`config.mk`:
```
export PLATFORM = sky130hd
export DESIGN_NAME = sar_seq_ctrl
export DESIGN_NICKNAME = d
export VERILOG_FILES = /design/src/rtl/sar_seq_pkg.sv /design/src/rtl/sar_seq_timer.sv /design/src/rtl/sar_seq_shift.sv /design/src/rtl/sar_seq_ctrl.sv
export SDC_FILE = /design/constraint.sdc
export NUM_CORES = 1
export LEC_CHECK = 0
export ABC_CLOCK_PERIOD_IN_PS = 3600
export BUFFER_PORTS_ARGS = -buffer_cell sky130_fd_sc_hd__buf_4
export CAP_MARGIN = 0
export CORE_ASPECT_RATIO = 1.4
export CORE_MARGIN = 1.5
export CORE_UTILIZATION = 55
export DETAILED_ROUTE_END_ITERATION = 6
export PLACE_DENSITY = 0.73
export SYNTH_ARGS = -nofsm -noshare
export SYNTH_HDL_FRONTEND = slang
export SYNTH_SLANG_ARGS = --single-unit
```
`constraint.sdc`:
```
create_clock -name clk -period 3.6 [get_ports clk]
set_clock_uncertainty 0.2 [all_clocks]
set_input_delay 0.36 -clock clk [delete_from_list [all_inputs] [get_ports clk]]
set_output_delay 0.36 -clock clk [all_outputs]
set_load 0.02 [all_outputs]
```
`src/rtl/sar_seq_pkg.sv`:
```
package sar_seq_pkg;

    typedef enum logic [2:0] {
        ST_IDLE    = 3'd0,
        ST_STROBE  = 3'd1,
        ST_CONVERT = 3'd2,
        ST_CLK_LO  = 3'd3,
        ST_CLK_HI  = 3'd4,
        ST_DONE    = 3'd5
    } seq_state_e;

endpackage

```
`src/rtl/sar_seq_timer.sv`:
```
// Interval counter: restarts on each state change, flags the final cycle of
// the current interval and then holds.
module sar_seq_timer #(
    parameter int CW = 8
) (
    input  logic          clk,
    input  logic          rst_n,
    input  logic          restart,
    input  logic [CW-1:0] limit,
    output logic          last
);

    logic [CW-1:0] cnt_q;

    assign last = (cnt_q == (limit - CW'(1)));

    always_ff @(posedge clk or negedge rst_n) begin
        if (!rst_n) begin
            cnt_q <= '0;
        end else if (restart) begin
            cnt_q <= '0;
        end else if (!last) begin
            cnt_q <= cnt_q + CW'(1);
        end
    end

endmodule

```
`src/rtl/sar_seq_shift.sv`:
```
// MSB-first capture register for the serial result.
module sar_seq_shift #(
    parameter int NBITS = 12
) (
    input  logic             clk,
    input  logic             rst_n,
    input  logic             shift_en,
    input  logic             din,
    output logic [NBITS-1:0] word
);

    logic [NBITS-1:0] word_q;

    always_ff @(posedge clk or negedge rst_n) begin
        if (!rst_n) begin
            word_q <= '0;
        end else if (shift_en) begin
            word_q <= {word_q[NBITS-2:0], din};
        end
    end

    assign word = word_q;

endmodule

```
`src/rtl/sar_seq_ctrl.sv`:
```
module sar_seq_ctrl
    import sar_seq_pkg::*;
#(
    parameter int NBITS     = 12,
    parameter int PWRUP_CYC = 50,
    parameter int TRACK_CYC = 70,
    parameter int CONV_CYC  = 185,
    parameter int HALF_CYC  = 2
) (
    input  logic             clk,
    input  logic             rst_n,
    input  logic             start_i,
    input  logic             ch2_req_i,
    input  logic             sdata_i,
    output logic             strobe_o,
    output logic             sclk_o,
    output logic             busy_o,
    output logic             valid_o,
    output logic [NBITS-1:0] result_o,
    output logic             result_ch_o,
    output logic             next_ch_o
);

    localparam int STROBE_CYC = PWRUP_CYC + TRACK_CYC;
    localparam int MAX_A      = (STROBE_CYC > CONV_CYC) ? STROBE_CYC : CONV_CYC;
    localparam int MAX_CYC    = (MAX_A > HALF_CYC) ? MAX_A : HALF_CYC;
    localparam int CW         = $clog2(MAX_CYC + 1);
    localparam int BW         = (NBITS > 2) ? $clog2(NBITS) : 1;

    seq_state_e       state_q, state_d;
    logic [CW-1:0]    limit;
    logic             tlast;
    logic             restart;
    logic [BW-1:0]    bit_q;
    logic             prime_q;
    logic             next_ch_q;
    logic             conv_ch_q;
    logic             res_ch_q;
    logic [NBITS-1:0] result_q;
    logic [NBITS-1:0] cap_word;
    logic             cap_en;
    logic             last_bit;

    assign restart  = (state_d != state_q);
    assign last_bit = (bit_q == BW'(NBITS - 1));
    assign cap_en   = (state_q == ST_CLK_LO) && tlast;

    sar_seq_timer #(.CW(CW)) u_timer (
        .clk     (clk),
        .rst_n   (rst_n),
        .restart (restart),
        .limit   (limit),
        .last    (tlast)
    );

    sar_seq_shift #(.NBITS(NBITS)) u_shift (
        .clk      (clk),
        .rst_n    (rst_n),
        .shift_en (cap_en),
        .din      (sdata_i),
        .word     (cap_word)
    );

    // interval length per state
    always_comb begin
        unique case (state_q)
            ST_STROBE:           limit = CW'(STROBE_CYC);
            ST_CONVERT:          limit = CW'(CONV_CYC);
            ST_CLK_LO, ST_CLK_HI: limit = CW'(HALF_CYC);
            default:             limit = CW'(1);
        endcase
    end

    // next-state logic
    always_comb begin
        state_d = state_q;
        unique case (state_q)
            ST_IDLE:    if (start_i) state_d = ST_STROBE;
            ST_STROBE:  if (tlast)   state_d = ST_CONVERT;
            ST_CONVERT: if (tlast)   state_d = prime_q ? ST_STROBE : ST_CLK_LO;
            ST_CLK_LO:  if (tlast)   state_d = ST_CLK_HI;
            ST_CLK_HI:  if (tlast)   state_d = last_bit ? ST_DONE : ST_CLK_LO;
            ST_DONE:                 state_d = ST_IDLE;
            default:                 state_d = ST_IDLE;
        endcase
    end

    // state register
    always_ff @(posedge clk or negedge rst_n) begin
        if (!rst_n) begin
            state_q <= ST_IDLE;
        end else begin
            state_q <= state_d;
        end
    end

    // sequence bookkeeping: bit index, priming flag, channel model, result
    always_ff @(posedge clk or negedge rst_n) begin
        if (!rst_n) begin
            bit_q     <= '0;
            prime_q   <= 1'b0;
            next_ch_q <= 1'b0;
            conv_ch_q <= 1'b0;
            res_ch_q  <= 1'b0;
            result_q  <= '0;
        end else begin
            if (state_q == ST_IDLE && start_i) begin
                prime_q <= ch2_req_i && !next_ch_q;
                bit_q   <= '0;
            end
            if (state_d == ST_STROBE && state_q != ST_STROBE) begin
                // a rising strobe after an aborted readout lands on input 2
                conv_ch_q <= (state_q == ST_CONVERT) ? 1'b1 : next_ch_q;
            end
            if (state_q == ST_CONVERT && tlast && prime_q) begin
                prime_q   <= 1'b0;
                next_ch_q <= 1'b1;
            end
            if (state_q == ST_CLK_HI && tlast) begin
                if (last_bit) begin
                    result_q  <= cap_word;
                    res_ch_q  <= conv_ch_q;
                    next_ch_q <= 1'b0;
                end else begin
                    bit_q <= bit_q + BW'(1);
                end
            end
        end
    end

    // Moore outputs
    always_comb begin
        strobe_o = 1'b0;
        sclk_o   = 1'b0;
        valid_o  = 1'b0;
        busy_o   = 1'b1;
        unique case (state_q)
            ST_IDLE:    busy_o   = 1'b0;
            ST_STROBE:  strobe_o = 1'b1;
            ST_CONVERT: ;
            ST_CLK_LO:  ;
            ST_CLK_HI:  sclk_o   = 1'b1;
            ST_DONE:    valid_o  = 1'b1;
            default:    busy_o   = 1'b0;
        endcase
    end

    assign result_o    = result_q;
    assign result_ch_o = res_ch_q;
    assign next_ch_o   = next_ch_q;

endmodule

```
Yosys cells after proc, flatten, opt, wreduce, memory -nomap -nowiden --
Index checks and enable logic that the tools add are counted. W data, S select, Z words.
Word-level totals: bits in writable memories 0, memories 0, bits in latches 0, input bits 5, output and inout port bits 18, word-level logic and storage cells 60, flip-flop bits (word level) 43, memory bits (read-only) 0
Operators by class: add/subtract/negate cells 3, div/mod/pow operators 0, shift operators 0, eq/ne operators 11, bitwise gates (word level) 0, reduce and logical (&&, ||, !) cells 13, order comparisons 0, multiply operators 0, muxes and demuxes 24
Operators by type and width (count):
- $pmux W8 S3 | 1
- $mux W3 | 6
- $mux W8 | 2
- $pmux W3 S5 | 1
- $mux W4 | 3
- $mux W1 | 10
- $add A8 B1 Y8 const B | 1
- $eq A8 B8 Y1 | 1
- $sub A8 B1 Y8 const B | 1
- $logic_and A1 B1 Y1 | 7
- $eq A3 B1 Y1 const B | 2
- $eq A3 B2 Y1 const B | 2
- $eq A3 B3 Y1 const B | 2
- $reduce_or A5 Y1 | 1
- $add A4 B1 Y4 const B | 1
- $eq A4 B4 Y1 const B | 1
- $logic_not A3 Y1 | 1
- $ne A3 B1 Y1 const B | 1
- $ne A3 B3 Y1 | 1
- $mux W2 | 1
- $ne A2 B1 Y1 const B | 1
- $reduce_and A2 Y1 | 1
- $reduce_bool A2 Y1 | 1
- $reduce_or A2 Y1 | 1
- $logic_not A1 Y1 | 1

Longest topological paths before layout --
Gate-level depths: netlist (run 1).
word-level depth 10, mapped depth 13, depth with buffers taken out 10

Cells and area by module --
From an unflattened synthesis (run 1), not the netlist that was laid out.
Unflattened totals: cell total of the unflattened synthesis 197, area total of the unflattened synthesis 2329.7 um^2
By module, submodules not included:
- sar_seq_ctrl | times used 1, area each 1172.4 um^2, cells each 96, seq. area each 575.6 um^2
- sar_seq_timer | times used 1, area each 673.1 um^2, cells each 76, seq. area each 200.2 um^2
- sar_seq_shift | times used 1, area each 484.2 um^2, cells each 25, seq. area each 300.3 um^2

Least setup slack after synthesis (run 1) --
Ideal clock, no wire load.
path type register to register, start reg state_q[2], end reg u_shift.word_q[11], in the netlist u_shift.word[11], slack 0.212 ns, cell stages (with the launch flop) 12, setup time 0.127 ns, period minus slack after synthesis 3.388 ns, buffers on the path 3, required time 3.273 ns, arrival time 3.061 ns, cells stage by stage dfrtp_1 -> clkbuf_1 -> nor3b_2 -> or2_1 -> ha_1 -> nand2b_1 -> a2111o_1 -> a221oi_4 -> and4_1 -> buf_4 -> buf_6 -> mux2_1
On the way: cells in the longest elaborated chain, start to end 6, elaborated cells between the ends (all ways) 9, those cells by class add/sub (1); eq/ne (5); mux (1); reduce/logical (2)
Ends and longest elaborated chain:
- start, declared | line sar_seq_ctrl.sv:30 | seq_state_e state_q, state_d;
- start signal, assigned | line sar_seq_ctrl.sv:93 | state_q <= state_d;
- $eq A3 B2 Y1 / $eq A3 B3 Y1 (equally long branches) | line sar_seq_ctrl.sv:46, sar_seq_ctrl.sv:66
- $reduce_or A2 Y1 | line sar_seq_ctrl.sv:66 | unique case (state_q)
- $pmux W8 S3 | line sar_seq_ctrl.sv:66
- $sub A8 B1 Y8 | line sar_seq_timer.sv:15 | assign last = (cnt_q == (limit - CW'(1)));
- $eq A8 B8 Y1 | line sar_seq_timer.sv:15
- $logic_and A1 B1 Y1 * | line sar_seq_ctrl.sv:46 | assign cap_en = (state_q == ST_CLK_LO) && tlast;
- end signal, assigned | line sar_seq_shift.sv:18 | word_q <= {word_q[NBITS-2:0], din};
- end, declared | line sar_seq_shift.sv:12 | logic [NBITS-1:0] word_q;
Every way passes the cells marked *; elsewhere a longest branch is shown, timed or not. A chain may end at the register's enable or synchronous reset.

Worst setup path in the final report (run 1) --
start reg state_q[0], end reg result_q[7], in the netlist result_o[7]
On the way: cells in the longest elaborated chain, start to end 7, elaborated cells between the ends (all ways) 10, those cells by class add/sub (1); eq/ne (5); mux (1); reduce/logical (3)
Ends and longest elaborated chain:
- $eq A3 B2 Y1 / $eq A3 B3 Y1 (equally long branches) | line sar_seq_ctrl.sv:66, sar_seq_ctrl.sv:119
- $reduce_or A2 Y1 | line sar_seq_ctrl.sv:66
- $pmux W8 S3 | line sar_seq_ctrl.sv:66
- $sub A8 B1 Y8 | line sar_seq_timer.sv:15
- $eq A8 B8 Y1 | line sar_seq_timer.sv:15
- $logic_and A1 B1 Y1 * | line sar_seq_ctrl.sv:119 | if (state_q == ST_CLK_HI && tlast) begin
- $reduce_and A2 Y1 (no source line) *
- end signal, assigned | line sar_seq_ctrl.sv:121 | result_q <= cap_word;
- end, declared | line sar_seq_ctrl.sv:39 | logic [NBITS-1:0] result_q;
Marks and branches as above.

==> summary.txt, run 1 <==
Synth
  – Synth async-reset ratio: 1.000
  – Post-synth top flop: dfrtp_1
  – Cells after synthesis: 192
  – Avg Inst Size Synth: 11.68 um2
  – Post-synth EDFFs: 0
  – Yosys warns: 0
  – Most frequent cell after synthesis: dfrtp_1
  – Synth cell count leaders: dfrtp_1, mux2_1, mux2_4
  – Synth cell types: 51
  – Synth area leaders: dfrtp_1, mux2_4, mux2_1, mux2_2, xor2_1
  – Syn Std Cell Area: 0.002242 mm2
  – Synthesized Nets: 200
  – Synth area leader: dfrtp_1
  – Share of the synthesized area in the top cell type: 0.4799
  – Seq/Total Area, Yosys: 0.4799
  – Yosys reg bits: 43

Drt
  – Vias: 1567
  – DR vias/cell: 6.004
  – Drt first-iter violations: 73
  – WL per Instance: 17.20 um
  – # DRC: 0
  – Detailed Routing Iterations Pass 1: 4
  – Routed Antenna Nets: 0
  – Total wire length: 4488 um

Cells and area
  – Layout cells sized above 1: 0.2844
  – Nets: 226
  – Core Util, Final: 0.6542
  – Antenna cells: 0
  – Layout Area Growth over Synthesis: 14.34%

Clocking
  – Post-CTS sizing: 0
  – Clock Latency Late Sink: 0.30 ns
  – H-tree levels: 2
  – Hold_buf cts: 1
  – Clock Pin Slew Worst Setup and Hold Paths: 0.08 ns
  – CTS root buf: clkbuf_8
  – CTS Buffer Depth: 2
  – CTS Buf Count: 5
  – CTS tree: built
  – # clock sinks: 43
  – Setup bufs post-CTS: 0

Power
  – VDD IR max: 0.0004056 V
  – Leakage dissipation: 1.298 nW
  – PwrDens: 334.9 mW/mm2

STA
  – Fin. Hold Viols: 0
  – Sum Neg Setup Slack: 0 ns
  – Final setup viols: 0
  – Slew Limit Headroom: 0.6207
  – Worst-Margin Slew: 0.5689 ns
  – Unrepaired setup endpoints after global routing: no
  – Final-report max-slew violation count: 0
  – Min cycle time layout: 3.386 ns
  – Final Cycle Share: 0.9406
  – Final setup margin: 0.2137 ns
  – Hold slack: 0.09851 ns
  – Achievable frequency: 295.3 MHz

Outcome
  – Status: completed

Floorplanning
  – I/O Pins: 23
  – Area of the die: 0.004474 mm2
  – Initial Util: 0.5722
  – Core box area: 0.003919 mm2
  – Die Width: 56.96 um
  – Row count: 27
  – Die H: 78.55 um

Global routing
  – GRT Total Usage: 0.2207
  – First-pass GRT wire length: 7534 um
  – Grt ovf: 0
  – Largest net degree at the start of global routing: 44
  – Initial antenna violation count: 0
  – Number of global-route vias before repair: 1599

Setup path
  – Worst setup EP type: flop
  – Crit path kind: flop to flop
  – Critical path peak fanout: 14
  – CP startpoint kind: flop
  – Max stage delay on crit path: 0.48 ns
  – Crit-path cells: nor2b_1 -> or2_1 -> and2_1 -> nor2_1 -> ha_1 -> nand2b_1 -> a2111o_1 -> a221oi_4 -> buf_4 -> nand4_2 -> buf_4 -> mux2_4
  – WP buf/inv: 2
  – Slowest-stage cell, CP: dfrtp_1
  – CP Data Arrival Time: 3.37 ns
  – Required @ worst endpoint: 3.58 ns
  – Crit path top cell by count: buf_4
  – Crit path max-delay family: simple AND/OR/NAND/NOR gates

Placed design
  – Post-Place Setup Slack: 0.2675 ns
  – Routability Congestion: 0.8165
  – I/O Buffers: 22
  – Final HPWL DP: 3128 um

Worst hold path
  – HP Class: input pin to flop

Job
  – Max Cap Violations: 0
[cell type report]
cell class              count  area, um2
fillers                   308       1355
flip-flops and latches     43       1076
multi-input cells         132       1074
repair buffers             32      242.7
clock buffers               6      72.57
well taps                  43      53.80
clock inverters             1      30.03
inverters                   4      15.01
[through the flow]
stage	std cells	power [mW]	cell area (um2)
floorplan	192	0.4955	2242
global placement	253	0.5084	2451
detailed placement	253	0.5085	2451
CTS	261	0.8682	2564
global route	261	0.8842	2564
finish	261	0.8585	2564
[per-layer routing]
| layer | share of wire | routed length [um] | track usage |
|---|---|---|---|
| met1 | 0.41 | 1858 | 0.2628 |
| met2 | 0.53 | 2393 | 0.3828 |
| met3 | 0.032 | 144 | 0.04448 |
| met4 | 0.020 | 92 | 0.09070 |
| met5 | 0 | 0 | 0 |
[state kept, by name, summed over array words and instances (netlist names)]
signal and count:
state_q 3, u_shift.word 12, conv_ch_q 1, bit_q 4, u_timer.cnt_q 8, result_o 12
result_ch_o 1, next_ch_o 1, prime_q 1
[cells in the final DEF, fill, tap and decap left out, types with 2 or more instances in the layout]
cell      instances
or2_2             2
nor3b_1           4
mux2i_1           3
nor2b_1           3
and2_1            5
o211ai_1          2
nor2_1            8
mux2_4            9
o21ba_2           2
xor2_1            5
nand2b_1          6
and3_1            3
clkbuf_8          5
mux2_1            9
a22oi_1           2
inv_1             4
nand3_1           6
a21boi_0          2
dfrtp_1          43
xnor2_1           3
nand4_1           5
and4_1            3
buf_4            31
nand2_1           8
ha_1              3
a211oi_1          4
mux2_2            7
nor3_1            4
o21ai_0           2
a21oi_1           3
[worst paths after layout]
path,from,endpoint,slack (ns),cells after the start
min in group asynchronous,rst_n,state_q[1],0.39,2
worst min register to register,u_shift.word[11],u_shift.word[11],0.31,1
worst max register to register,state_q[0],result_o[7],0.21,12
worst max-delay path,state_q[0],result_o[7],0.21,12
worst min-delay path,sdata_i,u_shift.word[0],0.1,2
max in group asynchronous,rst_n,u_shift.word[5],2.44,2
[worst reg2reg max path: stages (launching register included)]
cell      delay, ns
dfrtp_1        0.48
nor2b_1        0.20
or2_1          0.24
and2_1         0.17
nor2_1         0.09
ha_1           0.24
nand2b_1       0.08
a2111o_1       0.45
a221oi_4       0.26
buf_4          0.21
nand4_2        0.10
buf_4          0.23
mux2_4         0.32
[report_power, final]
group / internal (mW) / total (mW) / leakage, nW / switching (mW)
Combinational: 0.00461 / 0.0145 / 0.688 / 0.00994
Sequential: 0.484 / 0.485 / 0.558 / 0.000982
Clock: 0.203 / 0.359 / 0.0513 / 0.156
Total: 0.692 / 0.859 / 1.30 / 0.167
[cell families after synthesis]
kind of cell	after synthesis	share of synthesized area
fa+ha+maj	3	0.01674
xor+xnor	8	0.03125
buf+inv	17	0.04130
simple gates	64	0.1697
mux	28	0.1540
compound gates	29	0.1071
flops	43	0.4799
(Power assumes the default switching activity.)
==> inputs of run 2 (changes only) <==
--- a/config.mk
+++ b/config.mk
@@ -5,7 +5,7 @@
 export SDC_FILE = /design/constraint.sdc
 export NUM_CORES = 1
 export LEC_CHECK = 0
-export ABC_CLOCK_PERIOD_IN_PS = 3600
+export ABC_CLOCK_PERIOD_IN_PS = 4100
 export BUFFER_PORTS_ARGS = -buffer_cell sky130_fd_sc_hd__buf_4
 export CAP_MARGIN = 0
 export CORE_ASPECT_RATIO = 1.4
==> constraint.sdc (replaced) <==
create_clock -name clk -period 4.1 [get_ports clk]
set_clock_uncertainty 0.2 [all_clocks]
set_input_delay 0.41 -clock clk [delete_from_list [all_inputs] [get_ports clk]]
set_output_delay 0.41 -clock clk [all_outputs]
set_load 0.02 [all_outputs]
==> summary.txt, run 2 (synthesized netlist as in run 1, its figures left out) <==
STA
  – Final Cycle Share: 0.8948 (-0.04587)
  – Final setup margin: 0.4315 ns (+0.2177 ns)
  – Slew Limit Headroom: 0.4333 (-0.1874)
  – Fin. Hold Viols: 0 (unchanged)
  – Final setup viols: 0 (unchanged)
  – Min cycle time layout: 3.669 ns (+0.2823 ns)
  – Unrepaired setup endpoints after global routing: no
  – Achievable frequency: 272.6 MHz (-7.7%)
  – Sum Neg Setup Slack: 0 ns (unchanged)
  – Worst-Margin Slew: 0.8500 ns (+0.2811 ns)
  – Final-report max-slew violation count: 0 (unchanged)

Floorplanning
  – Row count: 27 (unchanged)
  – I/O Pins: 23 (unchanged)
  – Area of the die: 0.004474 mm2 (unchanged)
  – Die H: 78.55 um (unchanged)
  – Die Width: 56.96 um (unchanged)
  – Core box area: 0.003919 mm2 (unchanged)
  – Initial Util: 0.5722 (unchanged)

Global routing
  – Met1 Use GR: 0.2576 (-0.005182)
  – First-pass GRT wire length: 7231 um (-4.0%)
  – Most used routing layer: met2
  – GRT Total Usage: 0.2053 (-0.01536)
  – Largest net degree at the start of global routing: 44 (unchanged)
  – Met3 Usage GRT: 0.04448 (unchanged)
  – Grt met2 use: 0.3460 (-0.03678)
  – Initial antenna violation count: 0 (unchanged)
  – Number of global-route vias before repair: 1550 (-3.1%)
  – Grt ovf: 0 (unchanged)

Setup path
  – Crit Reg-Reg Startpoint: state_q[2]
  – CP startpoint kind: flop
  – Crit path max-delay family: simple AND/OR/NAND/NOR gates
  – WP buf/inv: 0 (-2)
  – Crit path depth: 10 (-2)
  – CP Data Arrival Time: 3.65 ns (+0.28 ns)
  – Required @ worst endpoint: 4.08 ns (+0.50 ns)
  – Max stage delay on crit path: 0.58 ns (+0.10 ns)
  – Slowest-stage cell, CP: and4_1
  – Worst setup EP type: flop
  – Crit-path cells: nor3b_2 -> or2_1 -> and2_1 -> nor2_1 -> ha_1 -> nand2b_1 -> a2111o_1 -> a221oi_4 -> and4_1 -> mux2_2
  – Crit path kind: flop to flop
  – CP endpoint: u_shift.word[10]
  – FF-to-FF setup slack: 0.43 ns (+0.22 ns)
  – RR Endpoint: u_shift.word[10]
  – Worst setup startpoint: state_q[2]
  – Critical path peak fanout: 17 (+3)
  – FF-to-FF path depth: 10 (-2)

Drt
  – Routed Antenna Nets: 0 (unchanged)
  – DR vias/cell: 6.031 (+0.46%)
  – Total wire length: 4143 um (-7.7%)
  – # DRC: 0 (unchanged)
  – Vias: 1544 (-1.5%)
  – WL per Instance: 16.18 um (-5.9%)
  – Drt first-iter violations: 60 (-18%)
  – Detailed Routing Iterations Pass 1: 4 (unchanged)

Placed design
  – I/O Buffers: 22 (unchanged)
  – Final HPWL DP: 2926 um (-6.5%)
  – Routability Congestion: 0.8077 (-1.1%)
  – Placement Cell Area: 0.002406 mm2 (-1.8%)
  – Post-Place Setup Slack: 0.4525 ns (+0.1850 ns)

Clocking
  – Setup bufs post-CTS: 0 (unchanged)
  – # clock sinks: 43 (unchanged)
  – CTS root buf: clkbuf_8
  – CTS tree: built
  – CTS Buffer Depth: 2 (unchanged)
  – H-tree levels: 2 (unchanged)
  – Clock Latency Late Sink: 0.30 ns (about the same)
  – CTS Buf Count: 5 (unchanged)
  – Clock Pin Slew Worst Setup and Hold Paths: 0.08 ns (about the same)

Cells and area
  – Most frequent cells in the layout: dfrtp_1, buf_4, mux2_1, mux2_4
  – Core Util, Final: 0.6475 (-0.006705)
  – Antenna cells: 0 (unchanged)
  – Layout Area Growth over Synthesis: 13.17%
  – Final instance area: 0.002537 mm2 (-1.0%)
  – Layout cells sized above 1: 0.2723 (-0.01210)
  – Most common cell after layout, fill and taps aside: dfrtp_1
  – Nets: 220 (-2.7%)

Worst hold path
  – HP Class: input pin to flop
  – Hold path cells: 2 (unchanged)

Power
  – Leakage dissipation: 1.277 nW (-1.6%)
  – VDD IR max: 0.0003059 V (-25%)
  – PwrDens: 310.9 mW/mm2 (-7.2%)

Outcome
  – Status: completed

Job
  – Max Cap Violations: 0 (unchanged)
## run 2: worst min path at each step
| stage | from | to | slack, ns |
|---|---|---|---|
| after floorplan | rst_n | bit_q[0] | -0.09 |
| after global placement | rst_n | conv_ch_q | 0.22 |
| after detailed placement | rst_n | conv_ch_q | 0.22 |
| after CTS | sdata_i | u_shift.word[0] | 0.15 |
| after global routing | sdata_i | u_shift.word[0] | 0.16 |
| final | sdata_i | u_shift.word[0] | 0.16 |
## run 2: repair_timing
action | 4_1_cts | 5_1_grt
gates resized for setup | 0 | 0
hold endpoints to repair | 43 | 0
hold buffers | 1 | 0
## run 2: layout make-up
type / instances / area [um2]
Inverter: 4 / 15.01
Tap cell: 43 / 53.80
Multi-Input combinational cell: 132 / 1074
Fill cell: 290 / 1381
Clock buffer: 6 / 82.58
Sequential cell: 43 / 1076
Clock inverter: 2 / 38.79
Timing Repair Buffer: 26 / 197.7
## run 2: metrics by stage
stage / hold WS [ns] / total power [mW] / std cells
floorplan: -0.08559 / 0.4351 / 192
global placement: 0.2220 / 0.4462 / 247
detailed placement: 0.2231 / 0.4464 / 247
CTS: 0.1453 / 0.7994 / 256
global route: 0.1584 / 0.8125 / 256
finish: 0.1583 / 0.7888 / 256
## run 2: where the power goes
| part | switching (mW) | internal, mW |
|---|---|---|
| combinational | 0.00886 | 0.00407 |
| clock | 0.150 | 0.200 |
| sequential | 0.000663 | 0.425 |
## run 2: per-layer routing
layer / routed length [um] / vias to the layer above
met2: 2126 / 36
met5: 0 / -
li1: - / 728
met3: 128 / 9
met4: 66 / 0
met1: 1821 / 771
==> inputs of run 3 (changes only) <==
--- a/config.mk
+++ b/config.mk
@@ -11,6 +11,7 @@
 export CORE_ASPECT_RATIO = 1.4
 export CORE_MARGIN = 1.5
 export CORE_UTILIZATION = 55
+export CTS_BUF_LIST = sky130_fd_sc_hd__clkbuf_16
 export DETAILED_ROUTE_END_ITERATION = 6
 export PLACE_DENSITY = 0.73
 export SYNTH_ARGS = -nofsm -noshare
==> summary.txt, run 3 (synthesized netlist as in run 1, its figures left out) <==
Global routing
  – First-pass GRT wire length: 7341 um (+1.5%)
  – Most used routing layer: met2
  – Grt ovf: 0 (unchanged)
  – GRT Total Usage: 0.2115 (+0.006190)
  – Largest net degree at the start of global routing: 44 (unchanged)
  – Grt met2 use: 0.3483 (+0.002299)
  – Met1 Use GR: 0.2706 (+0.01299)
  – Number of global-route vias before repair: 1536 (-0.90%)
  – Met3 Usage GRT: 0.04448 (unchanged)
  – Initial antenna violation count: 0 (unchanged)

Job
  – Max Cap Violations: 0 (unchanged)

Clocking
  – Setup bufs post-CTS: 0 (unchanged)
  – Post-CTS sizing: 0 (unchanged)
  – Clock Pin Slew Worst Setup and Hold Paths: 0.06 ns (-0.02 ns)
  – CTS root buf: clkbuf_16
  – # clock sinks: 43 (unchanged)
  – Clock Latency Late Sink: 0.29 ns (about the same)
  – CTS Buffer Depth: 2 (unchanged)
  – H-tree levels: 2 (unchanged)
  – CTS tree: built
  – Hold_buf cts: 1 (unchanged)
  – CTS Buf Count: 5 (unchanged)

Cells and area
  – Most common cell after layout, fill and taps aside: dfrtp_1
  – Most frequent cells in the layout: dfrtp_1, buf_4, mux2_1, mux2_4
  – Core Util, Final: 0.6593 (+0.01181)
  – Layout Area Growth over Synthesis: 15.23%
  – Antenna cells: 0 (unchanged)
  – Layout cells sized above 1: 0.2676 (-0.004695)
  – Nets: 220 (unchanged)
  – # fillers: 292 (+0.69%)

Drt
  – Routed Antenna Nets: 0 (unchanged)
  – Vias: 1523 (-1.4%)
  – DR vias/cell: 5.949 (-1.4%)
  – Total wire length: 4291 um (+3.6%)
  – # DRC: 0 (unchanged)
  – Drt first-iter violations: 58 (-3.3%)
  – WL per Instance: 16.76 um (+3.6%)
  – Detailed Routing Iterations Pass 1: 4 (unchanged)

Floorplanning
  – Die H: 78.55 um (unchanged)
  – Row count: 27 (unchanged)
  – Die Width: 56.96 um (unchanged)
  – Initial Util: 0.5722 (unchanged)
  – Core box area: 0.003919 mm2 (unchanged)
  – Area of the die: 0.004474 mm2 (unchanged)
  – I/O Pins: 23 (unchanged)

Power
  – VDD IR max: 0.0003139 V (+2.6%)
  – PwrDens: 345.8 mW/mm2 (+11%)
  – Tot Pwr: 893.5 uW (+13%)
  – Leakage dissipation: 1.297 nW (+1.6%)

Placed design
  – Final HPWL DP: 2926 um (unchanged)
  – Routability Congestion: 0.8077 (unchanged)
  – I/O Buffers: 22 (unchanged)

Outcome
  – Status: completed

Setup path
  – FF-to-FF setup slack: 0.41 ns (-0.02 ns)
  – Crit path max-delay family: simple AND/OR/NAND/NOR gates
  – Critical path peak fanout: 17 (unchanged)
  – FF-to-FF path depth: 10 (unchanged)
  – WP buf/inv: 0 (unchanged)
  – Crit Reg-Reg Startpoint: state_q[2]
  – CP Data Arrival Time: 3.66 ns (about the same)
  – CP startpoint kind: flop
  – Crit path kind: flop to flop
  – Required @ worst endpoint: 4.07 ns (about the same)
  – Slowest-stage cell, CP: and4_1
  – RR Endpoint: u_shift.word[10]
  – Max stage delay on crit path: 0.58 ns (about the same)
  – Crit-path cells: nor3b_2 -> or2_1 -> and2_1 -> nor2_1 -> ha_1 -> nand2b_1 -> a2111o_1 -> a221oi_4 -> and4_1 -> mux2_2
  – Crit path depth: 10 (unchanged)
  – Worst setup EP type: flop

STA
  – Final setup viols: 0 (unchanged)
  – Fin. Hold Viols: 0 (unchanged)
  – Final-report max-slew violation count: 0 (unchanged)
  – Min cycle time layout: 3.690 ns (+0.02130 ns)
  – Sum Neg Setup Slack: 0 ns (unchanged)
  – Final Cycle Share: 0.9000 (+0.005195)
  – Hold slack: 0.1703 ns (+0.01201 ns)
  – Slew Limit Headroom: 0.4135 (-0.01981)
  – Unrepaired setup endpoints after global routing: no
  – Achievable frequency: 271.0 MHz (-0.58%)
  – Worst-Margin Slew: 0.8797 ns (+0.02971 ns)

Worst hold path
  – Hold_sp: sdata_i
  – HP Class: input pin to flop
  – Hold path endpoint: u_shift.word[0]
  – Hold path cells: 2 (unchanged)
==> run 3: layout make-up <==
| cell class | count | area [um2] | area share |
|---|---|---|---|
| flip-flops and latches | 43 | 1076 | 0.4165 |
| clock buffers | 5 | 125.1 | 0.04843 |
| inverters | 4 | 15.01 | 0.005811 |
| multi-input cells | 132 | 1074 | 0.4155 |
| well taps | 43 | 53.80 | 0.02082 |
| clock inverters | 3 | 42.54 | 0.01646 |
| repair buffers | 26 | 197.7 | 0.07651 |
==> run 3: per-stage QoR <==
| stage | instances | instance area (um2) | worst slack [ns] |
|---|---|---|---|
| floorplan | 192 | 2242 | 0.7119 |
| global placement | 247 | 2406 | 0.5809 |
| CTS | 256 | 2584 | 0.4197 |
| global route | 256 | 2584 | 0.1886 |
| finish | 256 | 2584 | 0.4102 |
| detailed placement | 247 | 2406 | 0.4525 |
==> run 3: per-layer routing <==
metal	vias up	part of all wire
li1	730	-
met1	748	0.44
met2	38	0.51
met3	7	0.037
met4	0	0.017
met5	-	0
==> run 3: report_power, final <==
part,switching [mW],internal (mW)
Clock,0.167,0.287
Combinational,0.00878,0.00407
Sequential,0.000758,0.425
==> run 3: worst max-delay path by stage <==
stage,from,end
after global placement,state_q[2],u_shift.word[10]
after floorplan,state_q[2],u_shift.word[11]
after CTS,state_q[2],u_shift.word[10]
after global routing,state_q[2],u_shift.word[0]
final,state_q[2],u_shift.word[10]
after detailed placement,state_q[2],u_shift.word[10]
